[src/rtl/vasc_pkg.sv]
package vasc_pkg;

  typedef enum logic [1:0] {
    PRIV_KERN = 2'd0,
    PRIV_SUP  = 2'd1,
    PRIV_USR  = 2'd2,
    PRIV_USR2 = 2'd3
  } priv_e;

  typedef enum logic [1:0] {
    ROUTE_TLB    = 2'd0,
    ROUTE_DIRECT = 2'd1,
    ROUTE_FAULT  = 2'd2
  } route_e;

  typedef struct packed {
    route_e route;
    logic   uncached;
    logic   from_window;
  } verdict_t;

  localparam logic [1:0] RGN_USER  = 2'b00;
  localparam logic [1:0] RGN_SUPV  = 2'b01;
  localparam logic [1:0] RGN_KPHYS = 2'b10;
  localparam logic [1:0] RGN_KERN  = 2'b11;

  localparam logic [1:0] WIN_CACHED = 2'b00;
  localparam logic [1:0] WIN_UNCACH = 2'b01;
  localparam logic [1:0] WIN_SUPV   = 2'b10;

  localparam int WINDOW_BITS = 29;

endpackage

[src/rtl/vasc_bounds.sv]
module vasc_bounds #(
  parameter int VA_BITS = 40,
  parameter int PA_W    = 36
) (
  input  logic [63:0] vaddr,
  output logic        hi32_set,
  output logic        xbits_bad,
  output logic        pa_over,
  output logic        kphys_over,
  output logic        compat
);

  assign hi32_set = |vaddr[63:32];
  assign compat   = &vaddr[63:31];

  generate
    if (VA_BITS < 62) begin : g_vlimit
      assign xbits_bad = |vaddr[61:VA_BITS];
    end else begin : g_vfull
      assign xbits_bad = 1'b0;
    end

    if (PA_W < 62) begin : g_plimit
      assign pa_over = |vaddr[61:PA_W];
    end else begin : g_pfull
      assign pa_over = 1'b0;
    end

    if (PA_W < 59) begin : g_klimit
      assign kphys_over = |vaddr[58:PA_W];
    end else begin : g_kfull
      assign kphys_over = 1'b0;
    end
  endgenerate

endmodule

[src/rtl/vasc_kphys.sv]
module vasc_kphys (
  input  logic [2:0] policy,
  output logic       pol_ok,
  output logic       pol_uncached
);

  always_comb begin
    pol_ok       = 1'b0;
    pol_uncached = 1'b0;
    unique case (policy)
      3'd3, 3'd4, 3'd5: pol_ok = 1'b1;
      3'd2, 3'd7: begin
        pol_ok       = 1'b1;
        pol_uncached = 1'b1;
      end
      default: pol_ok = 1'b0;
    endcase
  end

endmodule

[src/rtl/vasc_rules.sv]
module vasc_rules
  import vasc_pkg::*;
(
  input  logic [1:0] region,
  input  logic [1:0] window,
  input  logic [1:0] priv_mode,
  input  logic       wide_mode,
  input  logic       err_lvl,
  input  logic       ux_en,
  input  logic       sx_en,
  input  logic       kx_en,
  input  logic       hi32_set,
  input  logic       xbits_bad,
  input  logic       pa_over,
  input  logic       kphys_over,
  input  logic       compat,
  input  logic       pol_ok,
  input  logic       pol_uncached,
  output verdict_t   verdict
);

  logic is_kern;
  logic is_sup;
  logic is_usr;
  logic fault;
  logic direct;
  logic unc;
  logic win;

  assign is_kern = (priv_mode == PRIV_KERN);
  assign is_sup  = (priv_mode == PRIV_SUP);
  assign is_usr  = priv_mode[1];

  always_comb begin
    fault  = 1'b0;
    direct = 1'b0;
    unc    = 1'b0;
    win    = 1'b0;
    unique case (region)
      RGN_USER: begin
        if (!wide_mode && hi32_set) begin
          fault = 1'b1;
        end else if (wide_mode && (xbits_bad || (!ux_en && hi32_set))) begin
          fault = 1'b1;
        end else if (err_lvl) begin
          if (pa_over) begin
            fault = 1'b1;
          end else begin
            direct = 1'b1;
            unc    = 1'b1;
          end
        end
      end
      RGN_SUPV: begin
        fault = !wide_mode || is_usr || !sx_en || xbits_bad;
      end
      RGN_KPHYS: begin
        if (!wide_mode || !is_kern || !pol_ok || kphys_over) begin
          fault = 1'b1;
        end else begin
          direct = 1'b1;
          unc    = pol_uncached;
        end
      end
      default: begin
        if (compat) begin
          if (is_usr) begin
            fault = 1'b1;
          end else if (is_sup) begin
            fault = (window != WIN_SUPV);
          end else if (window == WIN_CACHED || window == WIN_UNCACH) begin
            direct = 1'b1;
            win    = 1'b1;
            unc    = (window == WIN_UNCACH);
          end
        end else begin
          fault = !wide_mode || !is_kern || !kx_en || xbits_bad;
        end
      end
    endcase
  end

  always_comb begin
    verdict.uncached    = 1'b0;
    verdict.from_window = 1'b0;
    if (fault) begin
      verdict.route = ROUTE_FAULT;
    end else if (direct) begin
      verdict.route       = ROUTE_DIRECT;
      verdict.uncached    = unc;
      verdict.from_window = win;
    end else begin
      verdict.route = ROUTE_TLB;
    end
  end

endmodule

[src/rtl/va_seg_classifier.sv]
module va_seg_classifier
  import vasc_pkg::*;
#(
  parameter int VA_BITS = 40,
  parameter int PA_W    = 36
) (
  input  logic [63:0]     vaddr,
  input  logic [1:0]      acc_type,
  input  logic [1:0]      priv_mode,
  input  logic            wide_mode,
  input  logic            err_lvl,
  input  logic            ux_en,
  input  logic            sx_en,
  input  logic            kx_en,
  output logic            need_tlb,
  output logic [PA_W-1:0] direct_pa,
  output logic            uncached,
  output logic            addr_error,
  output logic            error_is_ifetch
);

  localparam logic [1:0] ACC_FETCH = 2'd0;

  logic     hi32_set;
  logic     xbits_bad;
  logic     pa_over;
  logic     kphys_over;
  logic     compat;
  logic     pol_ok;
  logic     pol_uncached;
  verdict_t verdict;

  vasc_bounds #(
    .VA_BITS(VA_BITS),
    .PA_W   (PA_W)
  ) u_bounds (
    .vaddr     (vaddr),
    .hi32_set  (hi32_set),
    .xbits_bad (xbits_bad),
    .pa_over   (pa_over),
    .kphys_over(kphys_over),
    .compat    (compat)
  );

  vasc_kphys u_kphys (
    .policy      (vaddr[61:59]),
    .pol_ok      (pol_ok),
    .pol_uncached(pol_uncached)
  );

  vasc_rules u_rules (
    .region      (vaddr[63:62]),
    .window      (vaddr[30:29]),
    .priv_mode   (priv_mode),
    .wide_mode   (wide_mode),
    .err_lvl     (err_lvl),
    .ux_en       (ux_en),
    .sx_en       (sx_en),
    .kx_en       (kx_en),
    .hi32_set    (hi32_set),
    .xbits_bad   (xbits_bad),
    .pa_over     (pa_over),
    .kphys_over  (kphys_over),
    .compat      (compat),
    .pol_ok      (pol_ok),
    .pol_uncached(pol_uncached),
    .verdict     (verdict)
  );

  always_comb begin
    direct_pa = '0;
    if (verdict.route == ROUTE_DIRECT) begin
      if (verdict.from_window) begin
        direct_pa = PA_W'(vaddr[WINDOW_BITS-1:0]);
      end else begin
        direct_pa = vaddr[PA_W-1:0];
      end
    end
  end

  assign need_tlb        = (verdict.route == ROUTE_TLB);
  assign addr_error      = (verdict.route == ROUTE_FAULT);
  assign uncached        = verdict.uncached;
  assign error_is_ifetch = addr_error && (acc_type == ACC_FETCH);

endmodule

[config.mk]
export PLATFORM = sky130hd
export DESIGN_NAME = va_seg_classifier
export DESIGN_NICKNAME = d
export VERILOG_FILES = /design/src/rtl/vasc_pkg.sv /design/src/rtl/vasc_bounds.sv /design/src/rtl/vasc_kphys.sv /design/src/rtl/vasc_rules.sv /design/src/rtl/va_seg_classifier.sv
export SDC_FILE = /design/constraint.sdc
export NUM_CORES = 1
export LEC_CHECK = 0
export BUFFER_PORTS_ARGS = -buffer_cell sky130_fd_sc_hd__buf_2
export CAP_MARGIN = 20
export CORE_ASPECT_RATIO = 2
export CORE_UTILIZATION = 28
export DETAILED_ROUTE_END_ITERATION = 10
export PLACE_DENSITY = 0.81
export SYNTH_ARGS = -nofsm -noshare
export SYNTH_HDL_FRONTEND = slang
export SYNTH_SLANG_ARGS = --single-unit
[constraint.sdc]
create_clock -name vclk -period 1.5
set_input_delay 0.15 -clock vclk [all_inputs]
set_output_delay 0.15 -clock vclk [all_outputs]
set_load 0.005 [all_outputs]
==> results.rst <==
.. list-table::
   :header-rows: 1

   * - Metric
     - Value
   * - Violations in the final reports
     - setup timing
   * - Class of the most critical hold timing path
     - in2out
   * - Unrepaired setup endpoints after global routing
     - yes
   * - Avg Vias per Cell
     - 5.41
   * - Die H
     - 75.2 um
   * - Endpoint class of the critical path
     - output port
   * - Clock buffer count in the final layout
     - 0
   * - Count of sequential standard cells
     - 0
   * - Post-synthesis cell type count
     - 36
   * - Maximum frequency from static timing analysis
     - approximately 0.5 GHz
   * - Final weighted congestion in routability-driven placement
     - 0.906
   * - Met2 routing resource usage after global routing
     - 53.1%
   * - Status
     - complete, but fails checks
   * - Sequential fraction of the synthesis area
     - 0%
   * - Post-Route Hold Slack
     - 0.589 ns
   * - Final setup violation count
     - 40
   * - Leakage component of the power
     - 0.00109 uW
   * - Site Rows
     - 26
   * - Sequential Area
     - 0 sq um
   * - Number of input and output port buffers inserted
     - 113
   * - Syn Inst Count
     - about 110
   * - Total power density per cell area
     - 140 mW/mm^2
   * - Final Slew Violations
     - 0
   * - Cell count after placement
     - 267
   * - Share of the core filled with cells
     - 80.3%
   * - GRT Overall Usage
     - between 20% and 30%
   * - Antenna viol nets, final
     - 0
   * - Longest individual stage delay on the worst path
     - approximately 0.42 ns
   * - Setup Total Neg Slack
     - -18.30 ns
   * - Post-synthesis compound-gate area fraction
     - between 10% and 20%
   * - Post-route non-filler standard cell count
     - between 200 and 300
   * - Min cycle time layout
     - 2.01 ns
   * - Standard cell core area
     - 0.00254 sq mm
   * - Final period util
     - 134%
   * - Multiplexer fraction of the synthesized cell area
     - 0%
   * - Cell Area, Placed
     - 0.00155 sq mm
   * - Worst setup path category
     - in2out
   * - Busiest metal layer after global routing
     - met2
   * - Largest net degree at the start of global routing
     - 32
   * - Required time of the worst setup path
     - 1.35 ns
   * - Syn-to-layout area delta
     - 171%
   * - Max-capacitance violation count
     - 0
   * - GR met3 Demand/Resource
     - ~1.2%
   * - Met1 Track Usage GR
     - 21.0%
   * - Ratio of cells with drive above 1 in the final layout
     - 76.6%
   * - Cts hold-fix bufs
     - 0
   * - Warning count from the yosys run
     - 0
   * - Worst-case setup margin in the final layout
     - -0.507 ns
   * - Average cell area after synthesis
     - 7.08 sq um
   * - Simple-gate share of the synthesized area
     - 75.2%
   * - Cell-by-cell listing of the critical path
     - buf_6, nor4_4, nand4_2, or3_4, o211ai_4, buf_6, clkbuf_16, and3_1, buf_2
   * - Master of the slowest instance on the critical path
     - or3_4
   * - Critical path startpoint category
     - input pin
   * - Combined area of all synthesized cells
     - ~750 sq um
   * - Drt drc
     - 0
   * - Number of nets in the finished design
     - about 330
   * - Total length of routed wires
     - approximately 4400 um
   * - Final cell area excluding filler cells
     - 0.00204 sq mm
   * - Adder and majority cell fraction of the synthesized area
     - 0%
   * - Leading cell type in the layout, fill and taps excluded
     - buf_2
   * - Endpoints failing hold
     - 0
   * - Combinational family with the most area after synthesis
     - simple AND/OR/NAND/NOR gates
   * - Slew at the pin with the worst max-slew slack
     - 0.301 ns
   * - Average detailed-routed wire length per instance
     - about 16 um
   * - Wire length of the first global-routing pass
     - 5380 um
   * - Antenna violations before repair
     - 0
   * - Xor and xnor area share after synthesis
     - 1.17%
   * - Net count after synthesis
     - 179
   * - I/O pin cnt
     - approximately 110
   * - Most repeated library cell on the critical path
     - buf_6
   * - Largest delay contributor family on the critical path
     - simple AND/OR/NAND/NOR gates
   * - Number of diodes
     - 0
   * - Largest fanout of any net on the critical path
     - 7
   * - Worst voltage drop across the vdd grid
     - 0.157 mV
   * - Number of global-route vias before repair
     - 1369
   * - Starting density of the core
     - 29.6%
   * - Number of buffers and inverters on the critical path
     - 4
   * - Critical Path AT
     - between 1.5 and 2 ns
   * - HPWL after DPL
     - a little under 3000 um
   * - Number of DRC violations after detailed-routing iteration 0
     - 30
   * - Die width
     - 38.6 um
   * - Total congestion overflow after global routing
     - 0
   * - Rel. slew slack
     - 79.8%
   * - Most frequent cells in the layout
     - buf_2, buf_4, buf_6
   * - Length of the first detailed-routing pass in iterations
     - 4
   * - Die Area
     - 0.00290 sq mm
   * - Filler cells
     - 156
   * - DR vias
     - ~1500
==> worst paths after layout <==
| check | startpoint | endpoint | slack (ns) | cells after the start |
|---|---|---|---|---|
| min | vaddr[5] | direct_pa[5] | 0.59 | 3 |
| max | vaddr[36] | direct_pa[25] | -0.51 | 9 |
==> timing repair <==
action / in CTS / in global routing
gates resized for setup: 22 / 40
buffers inserted: 3 / 6
gates cloned: 0 / 4
endpoints found under the setup margin: 40 / 40
pin swaps: 7 / 23
==> logic make-up (layout without fill, tap and decap cells) <==
family | count (synthesis) | in the layout
simple gates | 81 | 81
compound gates | 14 | 14
buf+inv | 10 | 156
xor+xnor | 1 | 1
==> cell usage after synthesis, types with 2 or more instances <==
cell type  number  area (sq um)
clkbuf_1        3          11.3
nand3_1         3          15.0
and2_1          2          12.5
nor4_2          3          37.5
and3_2          7          52.6
nand2_1         6          22.5
a21oi_1         2          10.0
nor4_4          2          42.5
inv_1           4          15.0
nand4_1        10          62.6
nor4_1          3          18.8
nand4_2         2          25.0
and3_1         29           181
buf_6           3          33.8
nor2_1          6          22.5
==> routing by layer <==
layer	wire, um	vias up
li1	-	715
met1	1310	693
met2	2640	90
met3	266	18
met4	170	0
met5	0	-
==> per-stage QoR <==
step	worst slack (ns)	power (uW)
6_report	-0.507	286
5_1_grt	-0.580	305
4_1_cts	-0.356	266
3_5_place_dp	-0.462	236
3_3_place_gp	-0.430	230
2_1_floorplan	-0.116	51.8
==> cell type report <==
type                            count  area (sq um)  area share, %
Inverter                            4          15.0          0.737
Tap cell                           28          35.0           1.72
Timing Repair Buffer              152          1120           55.1
Multi-Input combinational cell     96           866           42.5
==> where the power goes <==
| part | total, uW | internal [uW] | switching, uW |
|---|---|---|---|
| combinational | 286 | 154 | 132 |
| clock | 0 | 0 | 0 |
| sequential | 0 | 0 | 0 |
(Power assumes the default switching activity.)
